## config.mk

```make
export PLATFORM = sky130hd
export DESIGN_NAME = gpio_shared_port
export DESIGN_NICKNAME = d
export VERILOG_FILES = /design/src/rtl/gpio_pkg.sv /design/src/rtl/gpio_sync.sv /design/src/rtl/gpio_regs.sv /design/src/rtl/gpio_pin_mux.sv /design/src/rtl/gpio_shared_port.sv
export SDC_FILE = /design/constraint.sdc
export NUM_CORES = 1
export LEC_CHECK = 0
export CORE_ASPECT_RATIO = 1.75
export CORE_MARGIN = 8
export CORE_UTILIZATION = 40
export CTS_CLUSTER_SIZE = 10
export DETAILED_ROUTE_END_ITERATION = 12
export MAX_ROUTING_LAYER = met4
export PLACE_DENSITY = 0.89
export SETUP_SLACK_MARGIN = 0.15
export SYNTH_ARGS = -nofsm -noshare
export SYNTH_HDL_FRONTEND = slang
export SYNTH_SLANG_ARGS = --single-unit
export TNS_END_PERCENT = 50
```

## constraint.sdc

```tcl
create_clock -name clk_i -period 1.8 [get_ports clk_i]
set_clock_uncertainty 0.05 [all_clocks]
set_input_delay 0.45 -clock clk_i [delete_from_list [all_inputs] [get_ports clk_i]]
set_output_delay 0.45 -clock clk_i [all_outputs]
set_load 0.01 [all_outputs]
```

## src/rtl/gpio_pkg.sv

```systemverilog
package gpio_pkg;
  typedef enum logic [1:0] {
    REG_DIR  = 2'd0,
    REG_PIN  = 2'd1,
    REG_LAT  = 2'd2,
    REG_NONE = 2'd3
  } gpio_reg_e;
endpackage

```

## src/rtl/gpio_sync.sv

```systemverilog
module gpio_sync #(
  parameter int WIDTH  = 8,
  parameter int STAGES = 2
) (
  input  logic             clk_i,
  input  logic             rst_ni,
  input  logic [WIDTH-1:0] d_i,
  output logic [WIDTH-1:0] q_o
);
  logic [WIDTH-1:0] stage_q [STAGES];

  always_ff @(posedge clk_i or negedge rst_ni) begin
    if (!rst_ni) begin
      for (int s = 0; s < STAGES; s++) stage_q[s] <= '0;
    end else begin
      stage_q[0] <= d_i;
      for (int s = 1; s < STAGES; s++) stage_q[s] <= stage_q[s-1];
    end
  end

  assign q_o = stage_q[STAGES-1];
endmodule

```

## src/rtl/gpio_regs.sv

```systemverilog
module gpio_regs
  import gpio_pkg::*;
#(
  parameter int                NUM_PINS  = 8,
  parameter logic [NUM_PINS-1:0] IMPL_MASK = '1
) (
  input  logic                clk_i,
  input  logic                rst_ni,
  input  logic                wr_en_i,
  input  logic [1:0]          addr_i,
  input  logic [NUM_PINS-1:0] wdata_i,
  input  logic [NUM_PINS-1:0] pin_sync_i,
  output logic [NUM_PINS-1:0] dir_o,
  output logic [NUM_PINS-1:0] lat_o,
  output logic [NUM_PINS-1:0] rdata_o
);
  logic [NUM_PINS-1:0] dir_q, lat_q;
  gpio_reg_e           sel;

  assign sel = gpio_reg_e'(addr_i);

  always_ff @(posedge clk_i or negedge rst_ni) begin
    if (!rst_ni) begin
      dir_q <= IMPL_MASK;
      lat_q <= '0;
    end else if (wr_en_i) begin
      unique case (sel)
        REG_DIR:          dir_q <= wdata_i & IMPL_MASK;
        REG_PIN, REG_LAT: lat_q <= wdata_i & IMPL_MASK; // pin writes land in latch
        default: ;
      endcase
    end
  end

  always_comb begin
    unique case (sel)
      REG_DIR: rdata_o = dir_q;
      REG_PIN: rdata_o = pin_sync_i & IMPL_MASK;
      REG_LAT: rdata_o = lat_q;
      default: rdata_o = '0;
    endcase
  end

  assign dir_o = dir_q;
  assign lat_o = lat_q;


  lat_write_chk: assert property (@(posedge clk_i) disable iff (!rst_ni)
    (wr_en_i && addr_i == 2'd2) |=> (lat_q == ($past(wdata_i) & IMPL_MASK)));


  null_write_chk: assert property (@(posedge clk_i) disable iff (!rst_ni)
    (wr_en_i && addr_i == 2'd3) |=> ($stable(dir_q) && $stable(lat_q)));
endmodule

```

## src/rtl/gpio_pin_mux.sv

```systemverilog
module gpio_pin_mux #(
  parameter bit IMPL = 1'b1
) (
  input  logic dir_i,
  input  logic lat_i,
  input  logic pad_in_i,
  input  logic per_en_i,
  input  logic per_oe_i,
  input  logic per_out_i,
  output logic pad_out_o,
  output logic pad_oe_o,
  output logic per_in_o
);
  logic per_own, port_drive;

  assign per_own    = IMPL & per_en_i & per_oe_i;
  assign port_drive = IMPL & ~per_own & ~dir_i;

  assign pad_oe_o  = per_own | port_drive;
  assign pad_out_o = IMPL & (per_own ? per_out_i : lat_i);
  // block loop-through of the port's own drive into the peripheral
  assign per_in_o  = IMPL & per_en_i & ~port_drive & pad_in_i;
endmodule

```

## src/rtl/gpio_shared_port.sv

```systemverilog
module gpio_shared_port
  import gpio_pkg::*;
#(
  parameter int                  NUM_PINS  = 8,
  parameter logic [NUM_PINS-1:0] IMPL_MASK = '1,
  parameter int                  SYNC_FF   = 2
) (
  input  logic                clk_i,
  input  logic                rst_ni,
  input  logic                wr_en_i,
  input  logic [1:0]          addr_i,
  input  logic [NUM_PINS-1:0] wdata_i,
  output logic [NUM_PINS-1:0] rdata_o,
  input  logic [NUM_PINS-1:0] pad_in_i,
  output logic [NUM_PINS-1:0] pad_out_o,
  output logic [NUM_PINS-1:0] pad_oe_o,
  input  logic [NUM_PINS-1:0] per_en_i,
  input  logic [NUM_PINS-1:0] per_oe_i,
  input  logic [NUM_PINS-1:0] per_out_i,
  output logic [NUM_PINS-1:0] per_in_o
);
  logic [NUM_PINS-1:0] pin_sync, dir, lat;

  gpio_sync #(.WIDTH(NUM_PINS), .STAGES(SYNC_FF)) i_sync (
    .clk_i (clk_i),
    .rst_ni(rst_ni),
    .d_i   (pad_in_i),
    .q_o   (pin_sync)
  );

  gpio_regs #(.NUM_PINS(NUM_PINS), .IMPL_MASK(IMPL_MASK)) i_regs (
    .clk_i     (clk_i),
    .rst_ni    (rst_ni),
    .wr_en_i   (wr_en_i),
    .addr_i    (addr_i),
    .wdata_i   (wdata_i),
    .pin_sync_i(pin_sync),
    .dir_o     (dir),
    .lat_o     (lat),
    .rdata_o   (rdata_o)
  );

  for (genvar p = 0; p < NUM_PINS; p++) begin : g_pin
    gpio_pin_mux #(.IMPL(IMPL_MASK[p])) i_mux (
      .dir_i    (dir[p]),
      .lat_i    (lat[p]),
      .pad_in_i (pad_in_i[p]),
      .per_en_i (per_en_i[p]),
      .per_oe_i (per_oe_i[p]),
      .per_out_i(per_out_i[p]),
      .pad_out_o(pad_out_o[p]),
      .pad_oe_o (pad_oe_o[p]),
      .per_in_o (per_in_o[p])
    );
  end


  per_own_chk: assert property (@(posedge clk_i) disable iff (!rst_ni)
    ((per_oe_o_mask_ok(per_en_i & per_oe_i & IMPL_MASK, pad_oe_o, pad_out_o, per_out_i))));


  unimpl_quiet_chk: assert property (@(posedge clk_i) disable iff (!rst_ni)
    ((pad_oe_o | pad_out_o | rdata_o | dir | lat) & ~IMPL_MASK) == '0);


  per_in_gate_chk: assert property (@(posedge clk_i) disable iff (!rst_ni)
    (per_in_o & ~per_en_i) == '0);


  input_dir_chk: assert property (@(posedge clk_i) disable iff (!rst_ni)
    (pad_oe_o & dir & ~(per_en_i & per_oe_i)) == '0);

  function automatic logic per_oe_o_mask_ok(input logic [NUM_PINS-1:0] own,
                                            input logic [NUM_PINS-1:0] oe,
                                            input logic [NUM_PINS-1:0] dout,
                                            input logic [NUM_PINS-1:0] pout);
    return ((own & ~oe) == '0) && ((own & (dout ^ pout)) == '0);
  endfunction
endmodule

```

* After elaboration in Yosys (flattened, before gate mapping)
Index checks and enable logic that the tools add are counted.
Cells by class: equality and inequality tests 2, reductions and logical operators 4, bitwise logic cells 64, multiplexer cells 9
Operators with widths (number):
- $and 1x1->1 | 32
- $not 1->1 | 24
- $pmux 8 s3 | 1
- $mux 1 | 8
- $or 1x1->1 | 8
- $reduce_and 2->1 | 2
- $eq 2x1->1 const B | 1
- $eq 2x2->1 const B | 1
- $logic_not 2->1 | 1
- $reduce_or 2->1 | 1
Storage, ports and cells: word-level logic and storage cells 83, flip-flop bits (word level) 32

* Depth between registers and ports, before layout
Gate-level depths: netlist of the first run.
depth after elaboration 6, depth in mapped cells 5

* Modules after synthesis
From an unflattened synthesis of the first run, not the netlist that was laid out.
Second synthesis, totals: cells, all modules 116, area total of the unflattened synthesis 1550.2 µm²
By module, submodules not included:
- gpio_regs | seq. area each 410.4 µm², area an instance 829.5 µm², cells each 60, instances 1
- gpio_sync | seq. area each 400.4 µm², area an instance 460.4 µm², cells each 24, instances 1
- gpio_pin_mux | seq. area each 0.0 µm², area an instance 32.5 µm², cells each 4, instances 8

* Worst setup path after synthesis of the first run
Ideal clock, no wire load.
path type input to output, from in addr_i[0], to out rdata_o[3], data arrival time 1225 ps, setup slack 75 ps, required time 1300 ps, stages 5, cells stage by stage inv_1 ha_1 clkbuf_1 a222oi_1 nor2_1
Between the ends: cells in the longest elaborated chain, start to end 2, elaborated cells between the ends (all ways) 4, classes of those cells eq/ne (2); mux (1); reduce/logical (1)
Ends and longest elaborated chain:
- from (decl) | RTL line gpio_shared_port.sv:11 | input logic [1:0] addr_i,
- $eq 2x2->1 (tied with other cells) | RTL line gpio_regs.sv:36 | unique case (sel)
- $pmux 8 s3 (*) | RTL line gpio_regs.sv:36
- to (decl) | RTL line gpio_shared_port.sv:13 | output logic [NUM_PINS-1:0] rdata_o,
Mark *: on every way between the ends. The rest lies on a longest branch, timed or not.

* Worst setup path after layout of the first run
from in addr_i[0], to out rdata_o[5]
The elaborated chain is that of the path after synthesis.

==> flow_metrics.env, run 1 <==
export IMPL_status="finished, violations left"
export IMPL_failed_checks="negative setup slack"
export IMPL_vias_per_cell=5.03
export IMPL_yosysWarnings=0
export IMPL_dieArea_mm2=0.00649
export IMPL_slew_limit_headroom_pct=73.5
export IMPL_wire_per_inst_um=17.0
export IMPL_hold_viol=0
export IMPL_synthCells=132
export IMPL_worstSetupEndpoint="rdata_o[5]"
export IMPL_synth_avg_cell_area_um2=12.4
export IMPL_drt_iter0_drc=51
export IMPL_die_w_um=64.4
export IMPL_fin_nets=248
export IMPL_critPathSlowestCell="a222oi_1"
export IMPL_place_congestion=0.723
export IMPL_setup_tns_ns=-1.37
export IMPL_period_needed_ns=2.03
export IMPL_leakage_nw=1.23
export IMPL_io_buffers=76
export IMPL_cp_top_family="buffers and inverters"
export IMPL_fin_ws_ns=-0.230
export IMPL_die_height_um=101
export IMPL_reg2regPathDepth=1
export IMPL_grt_use_total_pct=13.8
export IMPL_hpwl_um=3200
export IMPL_cts_sinks=32
export IMPL_required_ns=1.30
export IMPL_antenna_cells=0
export IMPL_timing_hold_ws_ns=0.300
export IMPL_area_delta_synth_final_pct=43.8
export IMPL_min_path_type="reg2reg"
export IMPL_finish_utilization_pct=58.5
export IMPL_drt_wl_total_um=4230
export IMPL_setup_worst_path_start="addr_i[0]"
export IMPL_power_mw=2.04
export IMPL_start_kind="primary input"
export IMPL_critPathKind="in2out"
export IMPL_cts_buffers=5
export IMPL_cap_violations=0
export IMPL_final_cell_mix="buf_2, dfrtp_1, mux2_4, dlygate4sd2_1, clkbuf_2"
export IMPL_power_density_mw_per_mm2=863
export IMPL_crit_path_cell_trace="buf_6 -> buf_8 -> inv_12 -> ha_4 -> buf_6 -> a222oi_1 -> nor2_1 -> buf_2"
export IMPL_end_kind="output port"
export IMPL_multi_input_area_um2=711
export IMPL_ff2ff_setup_slack_ns=0.95
export IMPL_overflow=0
export IMPL_fillers=366
export IMPL_cts_max_path_buffers=2
export IMPL_ys_seq_elements=32
export IMPL_drt_pass1_iter_count=4
export IMPL_drc=0
export IMPL_vias=1252
export IMPL_grt_start_max_net_pins=33
export IMPL_hold_depth=0
export IMPL_dp_worst_setup_slack_ns=-1.07
export IMPL_core_area_mm2=0.00403
export IMPL_cts_root_buf="clkbuf_8"
export IMPL_drive_above_1_share_pct=58.0
export IMPL_clk_pin_slew_ns=0.06
export IMPL_final_common_cell="buf_2"
export IMPL_slowest_delay_ns=0.31
export IMPL_max_freq_ghz=0.493
export IMPL_syn_cell_area_mm2=0.00164
export IMPL_cp_depth=8
export IMPL_regArea_um2=811
export IMPL_synth_edf_count=0
export IMPL_worstMarginPinSlew_ns=0.397
export IMPL_ys_seq_area_share_pct=49.4
export IMPL_io_pins=77
export IMPL_std_cell_rows=31
export IMPL_htreeDepth=2
export IMPL_grt_pass1_wl_um=6760
export IMPL_r2r_start="i_regs.lat_o[7]$_DFFE_PN0P_"
export IMPL_crit_arrival_ns=1.53
export IMPL_ir_drop_v=0.000721
export IMPL_setup_viol=8
export IMPL_syn_nets=181
export IMPL_grt_pass1_vias=1365
export IMPL_dominantRegCellSynth="dfrtp_1"
export IMPL_drv_slew=0
export IMPL_cp_buffers_inverters=5
export IMPL_cpMostUsedCell="buf_6"
export IMPL_cts_tree="done"
export IMPL_ant_nets=0
export IMPL_async_flop_share_pct=100
export IMPL_rsz0062_at_grt="yes"
export IMPL_start_util_pct=40.7
export IMPL_critPathMaxFanout=6
export IMPL_clk_latency_ns=0.28
export IMPL_r2r_end="i_regs.lat_o[7]$_DFFE_PN0P_"
export IMPL_yosysUniqueCellTypes=14
export IMPL_finalCritPeriodShare_pct=113
export IMPL_antenna_found_initial=0
==> cells by family (layout without fill, tap and decap cells) <==
group           after synthesis  after routing  share of synthesized area, %
buf+inv                      30             98                          12.6
mux                          24             24                          18.3
flops                        32             32                          49.4
compound gates               16             16                          9.76
simple gates                 26             26                          6.87
fa+ha+maj                     4              4                          3.05
==> report_power, final <==
group	leakage [nW]	internal, mW	switching (mW)
Combinational	0.821	0.350	0.233
Sequential	0.364	0.834	0.0818
Clock	0.0479	0.269	0.267
Total	1.23	1.45	0.582
==> flip-flops by register name, summed over array words and instances, names as in the netlist <==
name            count
i_regs.lat_o        8
i_sync.q_o          8
i_regs.dir_o        8
i_sync.stage_q      8
==> per-layer routing <==
metal	part of all wire [%]	track usage (%)	up-vias
met1	38	14.9	607
met3	5.3	3.67	9
met5	0	-	-
met2	54	23.3	58
li1	-	-	578
met4	2.4	5.57	0
==> cell type report <==
cell class | instances | share of cell area, %
Multi-Input combinational cell | 70 | 30.1
Sequential cell | 32 | 34.4
Timing Repair Buffer | 88 | 27.8
Clock buffer | 5 | 2.92
Clock inverter | 3 | 0.796
Inverter | 2 | 1.38
Tap cell | 49 | 2.60
==> how the worst min path moves through the flow <==
stage | endpoint | slack (ns) | start
5_1_grt | i_sync.q_o[4]$_DFF_PN0_ | 0.31 | i_sync.stage_q[12]$_DFF_PN0_
6_report | i_sync.q_o[3]$_DFF_PN0_ | 0.30 | i_sync.stage_q[11]$_DFF_PN0_
3_3_place_gp | i_sync.q_o[4]$_DFF_PN0_ | 0.28 | i_sync.stage_q[12]$_DFF_PN0_
4_1_cts | i_sync.q_o[2]$_DFF_PN0_ | 0.30 | i_sync.stage_q[10]$_DFF_PN0_
3_5_place_dp | i_sync.q_o[2]$_DFF_PN0_ | 0.28 | i_sync.stage_q[10]$_DFF_PN0_
2_1_floorplan | i_regs.lat_o[0]$_DFFE_PN0P_ | 0.10 | rst_ni
==> stage by stage <==
stage	std cells	area, µm²
2_1_floorplan	132	1710
3_3_place_gp	237	2370
3_5_place_dp	237	2370
4_1_cts	248	2470
5_1_grt	249	2360
6_report	249	2360
==> Yosys cell counts, types with 4 or more instances <==
cell      count  share of area (%)
mux2_4        8                7.3
buf_4        25                 11
nor2_1        8                1.8
dfrtp_1      24                 37
ha_1          4                3.1
nand2_1      16                3.7
mux2_2       16                 11
a222oi_1      8                4.9
dfstp_2       8                 13
o211a_1       8                4.9
==> repair_timing <==
action | 4_1_cts | 5_1_grt
hold buffers | 0 | 0
resized for setup | 215 | 22
buffers inserted | 3 | 1
cloned | 0 | 0
setup endpoints to repair | 48 | 29
pin swaps | 21 | 19
No activity file was read; power rests on OpenSTA's default activity.
==> run 2, diff against run 1 <==
--- a/config.mk
+++ b/config.mk
@@ -5,7 +5,7 @@
 export SDC_FILE = /design/constraint.sdc
 export NUM_CORES = 1
 export LEC_CHECK = 0
-export CORE_ASPECT_RATIO = 1.75
+export CORE_ASPECT_RATIO = 1.4
 export CORE_MARGIN = 8
 export CORE_UTILIZATION = 40
 export CTS_CLUSTER_SIZE = 10
==> run 2 against run 1 <==
Effect of this change: the flow still finishes with violations (negative setup slack); register-to-register slack got worse by 0.25 ns; setup slack improved by 0.030 ns; clock power decreased by 12%; sequential cell count is the same; count of clock-buffer cells in the layout did not move; via count up 6.8%; routed wire length rose by 9.2%; hold slack got worse by 0.0027 ns; sequential power about the same; critical endpoint is now rdata_o[1]; highest routed layer unchanged.
==> flow_metrics.env, run 2 (synthesized netlist as in run 1, its figures left out) <==
export IMPL_min_path_type="reg2reg"
export IMPL_place_congestion=0.707
export IMPL_min_delay_start="i_sync.stage_q[9]$_DFF_PN0_"
export IMPL_status="finished, violations left"
export IMPL_whs_endpoint="i_sync.q_o[1]$_DFF_PN0_"
export IMPL_die_height_um=91.8
export IMPL_setup_viol=8
export IMPL_dpl_cell_area_mm2=0.00244
export IMPL_power_mw=2.08
export IMPL_vias=1337
export IMPL_worstMarginPinSlew_ns=0.396
export IMPL_final_common_cell="buf_2"
export IMPL_grt_start_max_net_pins=33
export IMPL_dieArea_mm2=0.00643
export IMPL_drive_above_1_share_pct=63.1
export IMPL_crit_path_cell_trace="buf_6 -> buf_6 -> inv_12 -> ha_4 -> buf_6 -> a222oi_1 -> nor2_1 -> buf_2"
export IMPL_critPathSlowestCell="a222oi_1"
export IMPL_final_cell_mix="buf_2, dfrtp_1, buf_4, buf_6"
export IMPL_antenna_cells=0
export IMPL_ff2ff_setup_slack_ns=0.70
export IMPL_fillers=347
export IMPL_slowest_delay_ns=0.30
export IMPL_critPathMaxFanout=6
export IMPL_grt_pass1_wl_um=7650
export IMPL_finalCritPeriodShare_pct=111
export IMPL_power_density_mw_per_mm2=830
export IMPL_cts_sinks=32
export IMPL_slew_limit_headroom_pct=73.6
export IMPL_crit_arrival_ns=1.50
export IMPL_area_delta_synth_final_pct=52.6
export IMPL_rsz0062_at_grt="yes"
export IMPL_hold_depth=0
export IMPL_drt_wl_total_um=4620
export IMPL_cpMostUsedCell="buf_6"
export IMPL_max_freq_ghz=0.500
export IMPL_vias_per_cell=5.20
export IMPL_io_pins=77
export IMPL_period_needed_ns=2.00
export IMPL_r2r_end="i_regs.dir_o[5]$_DFFE_PN1P_"
export IMPL_fin_area_mm2=0.00250
export IMPL_finish_utilization_pct=63.3
export IMPL_wire_per_inst_um=18.0
export IMPL_grt_use_total_pct=15.3
export IMPL_core_area_mm2=0.00395
export IMPL_drc=0
export IMPL_hpwl_um=3420
export IMPL_cts_root_buf="clkbuf_8"
export IMPL_drt_iter0_drc=86
export IMPL_reg2regPathDepth=4
export IMPL_cts_max_path_buffers=2
export IMPL_std_cell_rows=27
export IMPL_ant_nets=0
export IMPL_die_w_um=70.1
export IMPL_start_kind="primary input"
export IMPL_start_util_pct=41.5
export IMPL_required_ns=1.30
export IMPL_htreeDepth=2
export IMPL_cts_buffers=5
export IMPL_leakage_nw=1.31
export IMPL_cap_violations=0
export IMPL_dp_worst_setup_slack_ns=-1.04
export IMPL_io_buffers=76
export IMPL_antenna_found_initial=0
export IMPL_cts_tree="done"
export IMPL_fin_nets=265
export IMPL_failed_checks="negative setup slack"
export IMPL_clk_pin_slew_ns=0.06
export IMPL_ir_drop_v=0.000763
export IMPL_drt_pass1_iter_count=4
export IMPL_overflow=0
export IMPL_clk_latency_ns=0.27
export IMPL_r2r_start="i_regs.dir_o[5]$_DFFE_PN1P_"
export IMPL_grt_pass1_vias=1544
export IMPL_critPathKind="in2out"
export IMPL_fin_ws_ns=-0.200
export IMPL_cts_hold_fix_buffers=0
export IMPL_hold_viol=0
export IMPL_drv_slew=0
export IMPL_end_kind="output port"
## run 2: cell types whose count changed in the layout (fill, tap and decap cells not counted), sizes merged
cell / previous run / this run
buf: 49 / 73
clkbuf: 17 / 11
clkdlybuf4s15: 1 / 0
clkinv: 3 / 0
## run 2: area by class of cell
class	count	area (µm²)	area share (%)
clock buffer	5	68.8	2.75
inverter	2	32.5	1.30
multi-input combinational	70	721	28.8
sequential	32	811	32.4
tap	43	53.8	2.15
timing repair buffer	105	816	32.6
## run 2: timing repair
action | in CTS | in global routing
endpoints found under the setup margin | 48 | 26
pin swaps | 21 | 18
buffers inserted | 9 | 2
gates resized for setup | 231 | 23
## run 2: routing by layer
| layer | global-route usage, % | vias to the layer above | part of all wire [%] |
|---|---|---|---|
| met4 | 8.24 | 0 | 2.9 |
| li1 | - | 612 | - |
| met2 | 26.2 | 58 | 54 |
| met1 | 15.6 | 658 | 38 |
| met3 | 4.10 | 9 | 5.2 |
| met5 | - | - | 0 |
## run 2: per-stage QoR
step	setup TNS (ns)	instances	hold WS, ns
2_1_floorplan	0	132	0.104
3_3_place_gp	-20.65	241	0.282
3_5_place_dp	-21.48	241	0.285
4_1_cts	-1.42	255	0.298
5_1_grt	-1.92	257	0.305
6_report	-1.38	257	0.297
## run 2: worst max-delay path, delay by kind of cell
family	cells	cell delay (ns)
simple gates	1	0.07
fa+ha+maj	1	0.17
buf+inv	5	0.50
compound gates	1	0.30
## run 2: how the worst max path moves through the flow
stage / from / endpoint / slack, ns / depth (start not counted)
floorplan: addr_i[0] / rdata_o[3] / 0.14 / 5
global placement: addr_i[1] / rdata_o[7] / -1.07 / 6
detailed placement: addr_i[1] / rdata_o[2] / -1.04 / 6
CTS: addr_i[0] / rdata_o[1] / -0.23 / 8
global route: addr_i[0] / rdata_o[0] / -0.29 / 8
finish: addr_i[0] / rdata_o[1] / -0.20 / 8
## run 2: where the power goes
group | internal [mW] | switching [mW] | leakage [nW] | total (mW)
sequential | 0.835 | 0.0788 | 0.364 | 0.914
combinational | 0.423 | 0.268 | 0.914 | 0.691
clock | 0.248 | 0.225 | 0.0359 | 0.473
==> run 3, diff against run 2 <==
--- a/config.mk
+++ b/config.mk
@@ -5,13 +5,14 @@
 export SDC_FILE = /design/constraint.sdc
 export NUM_CORES = 1
 export LEC_CHECK = 0
+export ABC_AREA = 0
 export CORE_ASPECT_RATIO = 1.4
 export CORE_MARGIN = 8
 export CORE_UTILIZATION = 40
 export CTS_CLUSTER_SIZE = 10
 export DETAILED_ROUTE_END_ITERATION = 12
 export MAX_ROUTING_LAYER = met4
-export PLACE_DENSITY = 0.89
+export PLACE_DENSITY = 0.9
 export SETUP_SLACK_MARGIN = 0.15
 export SYNTH_ARGS = -nofsm -noshare
 export SYNTH_HDL_FRONTEND = slang
==> run 3 against run 2 <==
Effect of this change: the run still ends with negative setup slack left; hold slack improved by 0.00070 ns; clock power up 17%; setup slack got worse by 0.012 ns; fmax down 0.59%; highest routed layer unchanged; critical path depth did not move; count of clock-buffer cells in the layout is 3 higher; sequential power is 0.4% lower; final cell count shrank 1.6%; core utilization is 0.19 points lower.
==> flow_metrics.env, run 3 (synthesized netlist as in run 1, its figures left out) <==
export IMPL_status="finished, violations left"
export IMPL_failed_checks="negative setup slack"
export IMPL_htreeDepth=2
export IMPL_pwr_share_comb_pct=31.1
export IMPL_required_ns=1.30
export IMPL_start_kind="primary input"
export IMPL_leakage_nw=1.30
export IMPL_timing_hold_ws_ns=0.298
export IMPL_io_pins=77
export IMPL_intPower_mw=1.55
export IMPL_die_height_um=91.8
export IMPL_grt_start_max_net_pins=33
export IMPL_dieArea_mm2=0.00643
export IMPL_antenna_found_initial=0
export IMPL_swShare_pct=26.9
export IMPL_io_buffers=76
export IMPL_cts_hold_fix_buffers=0
export IMPL_start_util_pct=41.5
export IMPL_fin_nets=258
export IMPL_cts_sinks=32
export IMPL_drt_wl_total_um=4450
export IMPL_cts_root_buf="clkbuf_8"
export IMPL_min_path_type="reg2reg"
export IMPL_cts_tree="done"
export IMPL_power_density_mw_per_mm2=852
export IMPL_clk_latency_ns=0.28
export IMPL_final_cell_mix="buf_2, dfrtp_1, buf_6, mux2_4, dlygate4sd2_1"
export IMPL_multi_input_area_um2=716
export IMPL_end_kind="output port"
export IMPL_rsz0062_at_grt="yes"
export IMPL_period_needed_ns=2.01
export IMPL_grt_pass1_wl_um=6960
export IMPL_fin_ws_ns=-0.212
export IMPL_worstMarginPinSlew_ns=0.397
export IMPL_ir_drop_v=0.000610
export IMPL_hpwl_um=3200
export IMPL_grt_pass1_vias=1413
export IMPL_cap_violations=0
export IMPL_std_cell_rows=27
export IMPL_overflow=0
export IMPL_cts_buffers=5
export IMPL_vias=1273
export IMPL_finalCritPeriodShare_pct=112
export IMPL_drt_iter0_drc=81
export IMPL_regArea_um2=811
export IMPL_fillers=335
export IMPL_core_area_mm2=0.00395
export IMPL_wire_per_inst_um=17.6
export IMPL_setup_viol=8
export IMPL_antenna_cells=0
export IMPL_area_delta_synth_final_pct=52.1
export IMPL_clk_pin_slew_ns=0.06
export IMPL_final_common_cell="buf_2"
export IMPL_hold_viol=0
export IMPL_drive_above_1_share_pct=60.5
export IMPL_crit_arrival_ns=1.51
export IMPL_ant_nets=0
export IMPL_clkPwrFrac_pct=26.0
export IMPL_die_w_um=70.1
export IMPL_critPathKind="in2out"
export IMPL_drt_pass1_iter_count=5
export IMPL_p_switching_uw=572
export IMPL_drc=0
export IMPL_cts_max_path_buffers=2
export IMPL_drv_slew=0
export IMPL_slew_limit_headroom_pct=73.6
export IMPL_vias_per_cell=5.03
export IMPL_pwr_share_seq_pct=42.8
export IMPL_max_freq_ghz=0.497
export IMPL_critPathMaxFanout=6
export IMPL_power_mw=2.13
export IMPL_grt_use_total_pct=14.0
export IMPL_place_congestion=0.707
run 3: changes by cell type in the layout (fill, tap and decap cells not counted), sizes merged:
cell | previous run | this run
buf | 73 | 62
clkbuf | 11 | 17
clkdlybuf4s15 | 0 | 1
run 3: worst max-delay path, cell delays in order:
cell	delay, ns
buf_6	0.07
buf_6	0.12
inv_12	0.03
ha_4	0.17
buf_6	0.13
a222oi_1	0.31
nor2_1	0.07
buf_2	0.15
run 3: power by group through the flow:
| stage | registers [mW] | logic (mW) | clock network [mW] |
|---|---|---|---|
| global placement | 0.915 | 0.652 | 0 |
| detailed placement | 0.919 | 0.664 | 0 |
| finish | 0.910 | 0.662 | 0.554 |
| global route | 0.922 | 0.708 | 0.604 |
| CTS | 0.909 | 0.659 | 0.574 |
| floorplan | 0.892 | 0.377 | 0 |
run 3: routing by layer:
| layer | up-vias | GRT usage, % | part of all wire, % |
|---|---|---|---|
| met5 | - | - | 0 |
| met4 | 0 | 6.89 | 2.0 |
| met3 | 6 | 4.42 | 6.4 |
| met2 | 57 | 23.3 | 52 |
| met1 | 612 | 14.6 | 39 |
| li1 | 598 | - | - |
run 3: through the flow:
step | area [µm²] | setup slack (ns) | cells | utilization [%] | TNS [ns]
global route | 2490 | -0.239 | 253 | 63.1 | -1.63
global placement | 2410 | -1.01 | 237 | 61.0 | -20.74
CTS | 2550 | -0.236 | 250 | 64.5 | -1.26
detailed placement | 2410 | -1.03 | 237 | 61.0 | -21.41
finish | 2490 | -0.212 | 253 | 63.1 | -1.24
floorplan | 1710 | 0.144 | 132 | - | 0
run 3: layout make-up:
type | count | area share [%]
Clock buffer | 8 | 3.61
Inverter | 2 | 1.30
Multi-Input combinational cell | 70 | 28.7
Sequential cell | 32 | 32.5
Tap cell | 43 | 2.16
Timing Repair Buffer | 98 | 31.7
run 3: worst paths after layout:
| check | cells after the start | end | slack [ns] | start |
|---|---|---|---|---|
| setup / recovery | 8 | rdata_o[3] | -0.21 | addr_i[0] |
| min in group asynchronous | 2 | i_regs.lat_o[3]$_DFFE_PN0P_ | 0.51 | rst_ni |
| hold / removal | 0 | i_sync.q_o[2]$_DFF_PN0_ | 0.30 | i_sync.stage_q[10]$_DFF_PN0_ |
| setup reg to reg | 3 | i_regs.dir_o[5]$_DFFE_PN1P_ | 0.85 | i_regs.dir_o[5]$_DFFE_PN1P_ |
| max in group asynchronous | 2 | i_regs.dir_o[5]$_DFFE_PN1P_ | 0.86 | rst_ni |
| hold reg to reg | 0 | i_sync.q_o[2]$_DFF_PN0_ | 0.30 | i_sync.stage_q[10]$_DFF_PN0_ |
run 3: what timing repair did:
item                       4_1_cts  5_1_grt
setup buffers                    5        3
setup endpoints to repair       48       28
cloned                           0        0
pin swaps                       24       19
gates resized for setup        225       29
